### src/rtl/lpcore_pkg.sv
package lpcore_pkg;

    localparam int DW    = 16;
    localparam int AW    = 11;
    localparam int IW    = 32;
    localparam int NREG  = 4;
    localparam int RW    = $clog2(NREG);
    localparam int CNTW  = 16;
    localparam int TAGZ  = IW - AW - DW;

    localparam logic [3:0] OPC_DELAY = 4'd4;
    localparam logic [3:0] OPC_STORE = 4'd6;
    localparam logic [3:0] OPC_ALU   = 4'd7;
    localparam logic [3:0] OPC_JUMP  = 4'd8;
    localparam logic [3:0] OPC_END   = 4'd9;
    localparam logic [3:0] OPC_STOP  = 4'd11;
    localparam logic [3:0] OPC_LOAD  = 4'd13;

    localparam logic [2:0] ALU_FROM_REG = 3'd0;
    localparam logic [2:0] ALU_FROM_IMM = 3'd1;
    localparam logic [2:0] JMP_ABS      = 3'd0;
    localparam logic [2:0] JMP_REL      = 3'd1;

    typedef enum logic [2:0] {
        ST_IDLE,
        ST_FETCH,
        ST_LATCH,
        ST_EXEC,
        ST_LDWAIT,
        ST_STALL
    } core_state_e;

    typedef struct packed {
        logic          ok;
        logic [DW-1:0] val;
        logic          zf;
        logic          of;
    } alu_res_t;

    function automatic logic [3:0] f_opc(input logic [IW-1:0] w);
        return w[31:28];
    endfunction

    function automatic logic [2:0] f_sub(input logic [IW-1:0] w);
        return w[27:25];
    endfunction

    function automatic logic [IW-1:0] f_tagged(input logic [AW-1:0] pc,
                                               input logic [DW-1:0] v);
        return {pc, {TAGZ{1'b0}}, v};
    endfunction

endpackage

### src/rtl/lpcore_alu.sv
module lpcore_alu
    import lpcore_pkg::*;
(
    input  logic [3:0]    sel,
    input  logic [DW-1:0] opa,
    input  logic [DW-1:0] opb,
    input  logic          move_b,
    output alu_res_t      res
);
    logic [DW:0]   sum;
    logic [DW:0]   dif;
    logic [DW-1:0] val;
    logic          ok;
    logic          of;

    always_comb begin
        sum = {1'b0, opa} + {1'b0, opb};
        dif = {1'b0, opa} - {1'b0, opb};
        ok  = 1'b1;
        of  = 1'b0;
        val = '0;
        case (sel)
            4'd0: begin val = sum[DW-1:0]; of = sum[DW]; end
            4'd1: begin val = dif[DW-1:0]; of = dif[DW]; end
            4'd2: val = opa & opb;
            4'd3: val = opa | opb;
            4'd4: val = move_b ? opb : opa;
            4'd5: val = opa << opb;
            4'd6: val = opa >> opb;
            default: ok = 1'b0;
        endcase
        res.ok  = ok;
        res.val = val;
        res.zf  = (val == '0);
        res.of  = of;
    end
endmodule

### src/rtl/lpcore_regs.sv
module lpcore_regs
    import lpcore_pkg::*;
(
    input  logic          clk,
    input  logic          rst,
    input  logic          we,
    input  logic [RW-1:0] waddr,
    input  logic [DW-1:0] wdata,
    input  logic [RW-1:0] ra,
    input  logic [RW-1:0] rb,
    output logic [DW-1:0] rd_a,
    output logic [DW-1:0] rd_b,
    output logic [DW-1:0] r0
);
    logic [DW-1:0] q [NREG];

    for (genvar i = 0; i < NREG; i++) begin : g_reg
        always_ff @(posedge clk) begin
            if (rst)
                q[i] <= '0;
            else if (we && waddr == RW'(i))
                q[i] <= wdata;
        end
    end

    assign rd_a = q[ra];
    assign rd_b = q[rb];
    assign r0   = q[0];
endmodule

### src/rtl/lpcore_jump.sv
module lpcore_jump
    import lpcore_pkg::*;
(
    input  logic [IW-1:0] ir,
    input  logic [AW-1:0] pc,
    input  logic [DW-1:0] r0,
    input  logic [DW-1:0] rdest,
    input  logic          zf,
    input  logic          of,
    output logic          take,
    output logic [AW-1:0] target
);
    localparam int MAGW = 7;

    logic [2:0]      kind;
    logic            lt;
    logic [AW-1:0]   mag;

    always_comb begin
        kind   = ir[24:22];
        lt     = (r0 < ir[15:0]);
        mag    = {{(AW-MAGW){1'b0}}, ir[23:17]};
        take   = 1'b0;
        target = pc;
        case (f_sub(ir))
            JMP_ABS: begin
                case (kind)
                    3'd0:    take = 1'b1;
                    3'd1:    take = zf;
                    3'd2:    take = of;
                    default: take = 1'b0;
                endcase
                target = ir[21] ? rdest[AW-1:0] : ir[12:2];
            end
            JMP_REL: begin
                take   = ir[16] ? !lt : lt;
                target = ir[24] ? (pc - mag) : (pc + mag);
            end
            default: take = 1'b0;
        endcase
    end
endmodule

### src/rtl/lpcore_exec.sv
module lpcore_exec
    import lpcore_pkg::*;
(
    input  logic          clk,
    input  logic          rst,
    input  logic          start,
    input  logic [10:0]   entry_pc,
    output logic          mem_en,
    output logic          mem_we,
    output logic [10:0]   mem_addr,
    output logic [31:0]   mem_wdata,
    input  logic [31:0]   mem_rdata,
    output logic          halted,
    output logic          wake,
    output logic          timer_stop
);
    core_state_e     state;
    logic [AW-1:0]   pc;
    logic [IW-1:0]   ir;
    logic [CNTW-1:0] cnt;
    logic            zf_q, of_q;
    logic            wake_q, tstop_q;

    logic [3:0]      opc;
    logic [2:0]      sub;
    logic [RW-1:0]   rb_sel;
    logic [DW-1:0]   rd_a, rd_b, r0;
    logic [DW-1:0]   opb;
    alu_res_t        alu;
    logic            alu_act;
    logic            rf_we;
    logic [DW-1:0]   rf_wd;
    logic            take;
    logic [AW-1:0]   target;
    logic [AW-1:0]   data_addr;
    logic            in_exec;

    assign opc     = f_opc(ir);
    assign sub     = f_sub(ir);
    assign in_exec = (state == ST_EXEC);
    assign rb_sel  = (opc == OPC_ALU && sub == ALU_FROM_REG) ? ir[5:4] : ir[1:0];
    assign opb     = (sub == ALU_FROM_IMM) ? ir[19:4] : rd_b;

    lpcore_regs u_regs (
        .clk   (clk),
        .rst   (rst),
        .we    (rf_we),
        .waddr (ir[1:0]),
        .wdata (rf_wd),
        .ra    (ir[3:2]),
        .rb    (rb_sel),
        .rd_a  (rd_a),
        .rd_b  (rd_b),
        .r0    (r0)
    );

    lpcore_alu u_alu (
        .sel    (ir[24:21]),
        .opa    (rd_a),
        .opb    (opb),
        .move_b (sub == ALU_FROM_IMM),
        .res    (alu)
    );

    lpcore_jump u_jump (
        .ir     (ir),
        .pc     (pc),
        .r0     (r0),
        .rdest  (rd_b),
        .zf     (zf_q),
        .of     (of_q),
        .take   (take),
        .target (target)
    );

    assign alu_act = in_exec && opc == OPC_ALU && alu.ok &&
                     (sub == ALU_FROM_REG || sub == ALU_FROM_IMM);
    assign rf_we   = alu_act || (state == ST_LDWAIT);
    assign rf_wd   = (state == ST_LDWAIT) ? mem_rdata[DW-1:0] : alu.val;

    assign data_addr = rd_a[AW-1:0] + ir[20:10];

    always_comb begin
        mem_en    = 1'b0;
        mem_we    = 1'b0;
        mem_addr  = pc;
        mem_wdata = '0;
        if (state == ST_FETCH) begin
            mem_en = 1'b1;
        end else if (in_exec && opc == OPC_STORE) begin
            mem_en    = 1'b1;
            mem_we    = 1'b1;
            mem_addr  = data_addr;
            mem_wdata = f_tagged(pc, rd_b);
        end else if (in_exec && opc == OPC_LOAD) begin
            mem_en   = 1'b1;
            mem_addr = data_addr;
        end
    end

    always_ff @(posedge clk) begin
        if (rst) begin
            state   <= ST_IDLE;
            pc      <= '0;
            ir      <= '0;
            cnt     <= '0;
            zf_q    <= 1'b0;
            of_q    <= 1'b0;
            wake_q  <= 1'b0;
            tstop_q <= 1'b0;
        end else begin
            wake_q  <= 1'b0;
            tstop_q <= 1'b0;
            if (start) begin
                pc    <= entry_pc;
                state <= ST_FETCH;
            end else begin
                case (state)
                    ST_IDLE:  state <= ST_IDLE;
                    ST_FETCH: state <= ST_LATCH;
                    ST_LATCH: begin
                        ir    <= mem_rdata;
                        state <= ST_EXEC;
                    end
                    ST_EXEC: begin
                        state <= ST_FETCH;
                        pc    <= pc + 1'b1;
                        case (opc)
                            OPC_ALU: begin
                                if (alu_act) begin
                                    zf_q <= alu.zf;
                                    of_q <= alu.of;
                                end
                            end
                            OPC_JUMP: begin
                                if (take) pc <= target;
                            end
                            OPC_LOAD: begin
                                pc    <= pc;
                                state <= ST_LDWAIT;
                            end
                            OPC_DELAY: begin
                                if (ir[CNTW-1:0] != '0) begin
                                    pc    <= pc;
                                    cnt   <= ir[CNTW-1:0];
                                    state <= ST_STALL;
                                end
                            end
                            OPC_END: begin
                                if (sub == 3'd0) begin
                                    if (ir[0]) wake_q  <= 1'b1;
                                    else       tstop_q <= 1'b1;
                                end
                            end
                            OPC_STOP: begin
                                pc    <= pc;
                                state <= ST_IDLE;
                            end
                            default: ;
                        endcase
                    end
                    ST_LDWAIT: begin
                        pc    <= pc + 1'b1;
                        state <= ST_FETCH;
                    end
                    ST_STALL: begin
                        if (cnt == CNTW'(1)) begin
                            pc    <= pc + 1'b1;
                            state <= ST_FETCH;
                        end else begin
                            cnt <= cnt - 1'b1;
                        end
                    end
                    default: state <= ST_IDLE;
                endcase
            end
        end
    end

    assign halted     = (state == ST_IDLE);
    assign wake       = wake_q;
    assign timer_stop = tstop_q;

endmodule

### config.mk
export PLATFORM = sky130hd
export DESIGN_NAME = lpcore_exec
export DESIGN_NICKNAME = d
export VERILOG_FILES = /design/src/rtl/lpcore_pkg.sv /design/src/rtl/lpcore_alu.sv /design/src/rtl/lpcore_regs.sv /design/src/rtl/lpcore_jump.sv /design/src/rtl/lpcore_exec.sv
export SDC_FILE = /design/constraint.sdc
export NUM_CORES = 1
export LEC_CHECK = 0
export CAP_MARGIN = 20
export CORE_AREA = 2 2 170 172
export DETAILED_ROUTE_END_ITERATION = 16
export DIE_AREA = 0 0 172 174
export PLACE_DENSITY = 0.8
export SLEW_MARGIN = 0
export SYNTH_ARGS = -nofsm -noshare
export SYNTH_HDL_FRONTEND = slang
export SYNTH_SLANG_ARGS = --single-unit
### constraint.sdc
create_clock -name clk -period 5.2 [get_ports clk]
set_clock_uncertainty 0.05 [all_clocks]
set_input_delay 1.56 -clock clk [delete_from_list [all_inputs] [get_ports clk]]
set_output_delay 1.56 -clock clk [all_outputs]
set_load 0.02 [all_outputs]
# --- Word-level counts from Yosys, hierarchy flattened ---
# Memory sizes are Yosys's and may differ from the RTL's. A register that Yosys moved wholly into a read port is not among the register bits.
# Cells that the tools add are included.
# Widths: inputs -> output; s select.
op_classes:
  muxes: 60
  eq_ne: 33
  addsub: 7
  n_reduce_logical: 30
  n_shift: 2
  bitwise_logic: 10
  order_cmp: 1
op_table:
  columns: ["cell", "count"]
  rows:
  - ["$mux 16", 10]
  - ["$pmux 16 s7", 1]
  - ["$mux 11", 9]
  - ["$pmux 11 s3", 2]
  - ["$mux 32", 2]
  - ["$pmux 16 s2", 1]
  - ["$eq 4x3->1 const B", 6]
  - ["$mux 1", 24]
  - ["$pmux 11 s2", 1]
  - ["$add 16x16->17", 1]
  - ["$sub 16x16->17", 1]
  - ["$and 16x16->16", 1]
  - ["$eq 16x1->1 const B", 1]
  - ["$eq 4x4->1 const B", 4]
  - ["$logic_not 16->1", 1]
  - ["$lt 16x16->1", 1]
  - ["$or 16x16->16", 1]
  - ["$reduce_bool 16->1", 1]
  - ["$shl 16x16->16", 1]
  - ["$shr 16x16->16", 1]
  - ["$sub 16x1->16 const B", 1]
  - ["$pmux 3 s5", 1]
  - ["$add 11x1->11 const B", 1]
  - ["$add 11x11->11", 1]
  - ["35 further kinds", 69]
word_totals:
  memories: 1
  input_bits: 46
  register_bits: 66
  ram_bits: 64
  out_inout_bits: 48
mem_list:
  columns: ["memory", "depth", "word_bits", "rd", "rd_clocked_by_memory_dff", "wr", "line", "rtl"]
  rows:
  - ["u_regs.q", 4, 16, 3, 1, 4, "lpcore_regs.sv:15", "logic [DW-1:0] q [NREG];"]

# --- Logic depth before layout (Yosys ltp) ---
depth:
  depth_word: 11
  ltp_mapped: 28
  mapped_depth_nobuf: 21

# --- Modules after synthesis ---
# From an unflattened synthesis, not the netlist that was laid out.
hier_totals:
  cells_unflattened: 1630
  hier_area_um2: 13663.1
by_module_without_submodules:
  columns: ["module", "seq_area_each_um2", "cells_per_inst", "area_each_um2", "n_inst"]
  rows:
  - ["lpcore_exec", 1321.3, 626, 4724.5, 1]
  - ["lpcore_alu", 0.0, 590, 4319.1, 1]
  - ["lpcore_regs", 1921.8, 204, 3244.4, 1]
  - ["lpcore_jump", 0.0, 210, 1375.1, 1]

# --- Worst setup path before layout ---
# OpenSTA, ideal clock, no wires.
synth_path:
  kind: "reg2reg"
  start: "register ir[29]"
  end: "register zf_q"
  required_time_ps: 5058
  stages_incl_launch_ff: 28
  arrival_ps: 5482
  synth_period_minus_slack_ps: 5625
  path_buffers: 6
  path_slack_ps: -425
  setup_ps: 92
  path_cell_list: "dfxtp_1 buf_6 nand4b_2 buf_2 a211o_1 and2_0 buf_2 o221ai_4 buf_4 buf_6 buf_4 ha_1 inv_1 fa_1 nor2b_1 o21ai_0 a21oi_1 o21ai_0 a21oi_1 a41o_1 nor4_1 o41ai_1 o221a_1 nor2_1 a2111oi_1 nand3_1 or4_1 o32ai_1"
synth_between:
  elab_chain_len: 8
  word_cells_on_any_way: 18
  cone_classes: "add/sub (2); eq/ne (1); shift (2); mux (4); bitwise (2); reduce/logical (6); memory (1)"
synth_rtl:
  columns: ["item", "line", "rtl"]
  rows:
  - ["start: declaration", "lpcore_exec.sv:19", "logic [IW-1:0] ir;"]
  - ["start signal: assignment", "lpcore_exec.sv:122", "ir <= mem_rdata;"]
  - ["$eq 4x3->1 *", "lpcore_exec.sv:41, lpcore_exec.sv:76, lpcore_exec.sv:128", null]
  - ["$logic_and 1x1->1", "lpcore_exec.sv:41", "assign rb_sel = (opc == OPC_ALU && sub == ALU_FROM_REG) ? ir[5:4] : ir[1:0];"]
  - ["$mux 2", "lpcore_exec.sv:41", null]
  - ["$mem_v2 4x16", null, null]
  - ["$mux 16", "lpcore_exec.sv:42", "assign opb = (sub == ALU_FROM_IMM) ? ir[19:4] : rd_b;"]
  - ["$sub 16x16->17 (tied with other cells)", "lpcore_alu.sv:18", "dif = {1'b0, opa} - {1'b0, opb};"]
  - ["$pmux 16 s7", "lpcore_alu.sv:22", "case (sel)"]
  - ["$logic_not 16->1", "lpcore_alu.sv:34", "res.zf = (val == '0);"]
  - ["end signal: assignment", "lpcore_exec.sv:131", "zf_q <= alu.zf;"]
  - ["end: declaration", "lpcore_exec.sv:21", "logic zf_q, of_q;"]
# Every way passes the cells marked *; elsewhere a longest branch is shown, timed or not.
# A chain may end at the register's enable or synchronous reset.

# --- Final worst setup path ---
layout_path:
  start: "register ir[26]"
  end: "register zf_q"
layout_between:
  elab_chain_len: 8
  word_cells_on_any_way: 18
  cone_classes: "add/sub (2); eq/ne (1); shift (2); mux (4); bitwise (2); reduce/logical (6); memory (1)"
layout_rtl:
  columns: ["item", "line"]
  rows:
  - ["$logic_not 3->1", "lpcore_exec.sv:41, lpcore_exec.sv:77"]
  - ["$logic_and 1x1->1", "lpcore_exec.sv:41"]
  - ["$mux 2", "lpcore_exec.sv:41"]
  - ["$mem_v2 4x16", null]
  - ["$mux 16", "lpcore_exec.sv:42"]
  - ["$sub 16x16->17 (tied with other cells)", "lpcore_alu.sv:18"]
  - ["$pmux 16 s7", "lpcore_alu.sv:22"]
  - ["$logic_not 16->1", "lpcore_alu.sv:34"]
# Parallel ways exist; a longest one is shown, timed or not.

==> results.yml <==
outcome:
  outcome: "complete, but fails checks"
  violations: "setup timing"
finish:
  antennaDiodeCount: 0
  fillers: 2565
  layout-drive-gt1-share_pct: 18.95
  post-route-util_pct: 61.40
  syn2layout_area_growth_pct: 24.65
  nets: 2175
sta:
  max-slew-margin-rel_pct: 34.31
  period_needed_ns: 5.218
  min_period_over_period_pct: 100.4
  fin_tns_setup_ns: -0.01822
  worstMarginPinSlew_ns: 0.9811
  fin_ws_ns: -0.01822
  grt_setup_unrepaired: "yes"
  max_freq_mhz: 191.6
  hold_viol: 0
  maxSlewViolCount: 0
  hold_slack_ns: 0.4455
  setup_viol: 1
global_route:
  grt_max_degree: 56
  grt_pass1_vias: 14939
  antenna_found_initial: 1
  grt_pass1_wl_um: 91480
  grtUsageTotal_pct: 40.96
  grt_overflow: 0
synth:
  synth_area_leader_cell: "edfxtp_1"
  synth_edf_count: 64
  syn_inst: 1837
  yosys.area_share.adder_pct: 7.323
  ys_types: 102
  ys_ff_latch: 132
  synth_compound_area_share_pct: 27.12
  yosys_warnings: 0
  syn_area_per_cell_um2: 7.571
  async_flop_share_pct: 0
  yosysSeqAreaShare_pct: 23.61
  synth_ff_type: "dfxtp_1"
  yosys.area_share.simple_pct: 24.46
  muxShareOfSynthArea_pct: 7.584
  synth_top_area_share_pct: 13.82
  synth_xor_area_share_pct: 2.960
  synth_top_family_by_area: "compound AO/OA/AOI/OAI gates"
  netlist_top_cells_area: "edfxtp_1 14%, dfxtp_1 9.8%, nand2_1 7.2%"
  synthesis.area_um2: 13910
pwr:
  max-vdd-ir-drop_mv: 0.2394
  p_leak_nw: 6.975
  p_per_area_nw_per_um2: 194.3
critical_path:
  worstSetupEndpointType: "flip-flop"
  required_ns: 5.48
  cp.arrival_ns: 5.50
  critPathMostFrequentCell: "buf_4"
  slowest_stage: "or4_1"
  path_class: "reg2reg"
  cp_max_fo: 8
  critPathLaunchType: "flip-flop"
  max_stage_delay_ns: 0.51
routing:
  postRouteWirelength_um: 62190
  drc: 0
  drtIter0Drc: 1930
  dr.pass1.iters: 6
  viasPerCell: 6.557
  postRouteAntennaNets: 0
  num_vias: 16044
  routedWlPerCell_um: 25.42
min_path:
  hold_path.class: "reg2reg"
cts:
  cts_sinks: 132
  root_buffer: "clkbuf_16"
  cts_tree: "yes"
  cts.path.max_buffers: 2
  h-tree-depth: 4
  cts_buffers: 17
  worst_setup_hold_path_clk_slew_ns: 0.07
  clkLatencyLatePin_ns: 0.43
placed_design:
  place.gp.congestion: 1.081
  port_buffers: 88
  dp.final_hpwl_um: 47520
floorplanning:
  die_h_um: 174
  ioPinCount: 94
  rows: 62
  die_area_um2: 29930
  initial_core_util_pct: 49.26
  core_area_um2: 28240
  dieWidth_um: 172
job:
  maxCapViolCount: 0
worst paths after layout:
| path | startpoint | endpoint | slack, ns | depth (start not counted) |
|---|---|---|---|---|
| max | ir[26]$_SDFFE_PP0P_ | zf_q$_SDFFE_PP0P_ | -0.02 | 26 |
| min | cnt[9]$_SDFFE_PP0P_ | cnt[9]$_SDFFE_PP0P_ | 0.45 | 2 |
| max reg2reg | ir[26]$_SDFFE_PP0P_ | zf_q$_SDFFE_PP0P_ | -0.02 | 26 |
| min reg2reg | cnt[9]$_SDFFE_PP0P_ | cnt[9]$_SDFFE_PP0P_ | 0.45 | 2 |
routing by layer:
layer / GRT usage [%] / part of all wire, %
met1: 53.62 / 39
met2: 63.07 / 44
met3: 7.491 / 10
met4: 23.77 / 6.8
met5: 0 / 0
worst max-delay path: cells and delay by family (launching register included):
kind	cells	cell delay, ns
AND/OR/NAND/NOR	8	1.69
AO/OA/AOI/OAI	8	1.46
buffers and inverters	7	0.88
adder cells (fa/ha/maj)	2	0.57
flip-flops	1	0.37
XOR/XNOR	1	0.11
cells in the mapped netlist (all sizes together) (13+ instances only):
cell / n
a211oi: 54
a22oi: 13
o21bai: 13
xnor2: 30
nor4: 13
and3: 25
edfxtp: 64
inv: 79
o211ai: 17
a21oi: 165
nand2b: 38
nand3: 50
o22ai: 20
nor2: 201
mux2i: 48
mux4: 24
xor2: 17
nor3: 42
ha: 75
o21ai: 96
a221oi: 21
a31oi: 15
a21o: 22
nand2: 267
clkbuf: 75
buf: 59
and2: 28
nand4: 16
dfxtp: 68
kinds of logic (layout without fill, tap and decap cells):
logic type,after synthesis,after routing
and+or+nand+nor,734,734
other,1,5
DFF,132,132
buffers and inverters,216,438
AOI/OAI and AO/OA,553,553
adders and majority gates,79,79
xor gates and xnor gates,47,47
muxes,75,75
state kept, by name, summed over array words and instances, names as in the netlist, named ones only:
| signal | count |
|---|---|
| wake | 1 |
| u_regs.q | 64 |
| zf_q | 1 |
| cnt | 16 |
| ir | 32 |
| timer_stop | 1 |
| pc | 11 |
| of_q | 1 |
| state | 3 |
final cells by class:
class	instances	area [um^2]	share of cell area (%)
clock inverters	11	111.4	0.6423
well taps	384	480.5	2.771
inverters	82	307.8	1.775
multi-input cells	1493	9983	57.59
clock buffers	21	483.0	2.786
flip-flops and latches	132	3296	19.01
repair buffers	324	2675	15.43
placed cells by master (no fill, tap or decap), types with 7 or more instances in the layout:
cell / count
a211oi_1: 51
a21o_1: 22
a21oi_1: 156
a21oi_2: 9
a221oi_1: 20
a22o_1: 8
a22oi_1: 13
a31oi_1: 15
and2_1: 25
and3_1: 23
buf_4: 232
clkbuf_16: 19
clkdlybuf4s50_1: 81
dfxtp_1: 64
edfxtp_1: 64
ha_1: 72
inv_1: 75
mux2i_1: 44
mux4_2: 24
nand2_1: 266
nand2b_1: 38
nand3_1: 47
nand4_1: 16
nor2_1: 199
nor2b_1: 11
nor3_1: 36
nor4_1: 12
o211a_1: 7
o211ai_1: 16
o21ai_0: 83
o21ai_2: 7
o21bai_1: 12
o221ai_1: 10
o22ai_1: 19
o31ai_1: 7
or3_1: 11
or4_1: 9
xnor2_1: 30
xor2_1: 17
metrics by stage:
stage | power (mW) | std cells | worst slack, ns | instance area [um^2]
after floorplan | 1.709 | 1841 | -0.01905 | 13970
after global placement | 2.066 | 2392 | -0.2499 | 16290
after detailed placement | 2.074 | 2392 | -0.2319 | 16290
after CTS | 3.309 | 2435 | -0.02136 | 17040
after global routing | 3.467 | 2447 | -0.1970 | 17340
final | 3.369 | 2447 | -0.01822 | 17340
report_power, final:
group | switching (mW) | internal (mW) | total [mW]
Sequential | 0.0476 | 1.12 | 1.16
Combinational | 0.566 | 0.399 | 0.965
Clock | 0.517 | 0.725 | 1.24
Total | 1.13 | 2.24 | 3.37
repair_timing:
action                                  in CTS  in global routing
endpoints found under the hold margin        0                  0
hold buffers                                 0                  0
cloned                                       0                  0
pin swaps                                   15                 26
resized for setup                           39                 53
endpoints found under the setup margin      20                 41
buffers inserted                            12                 13
Note: power is estimated with default switching activity, not from simulation.
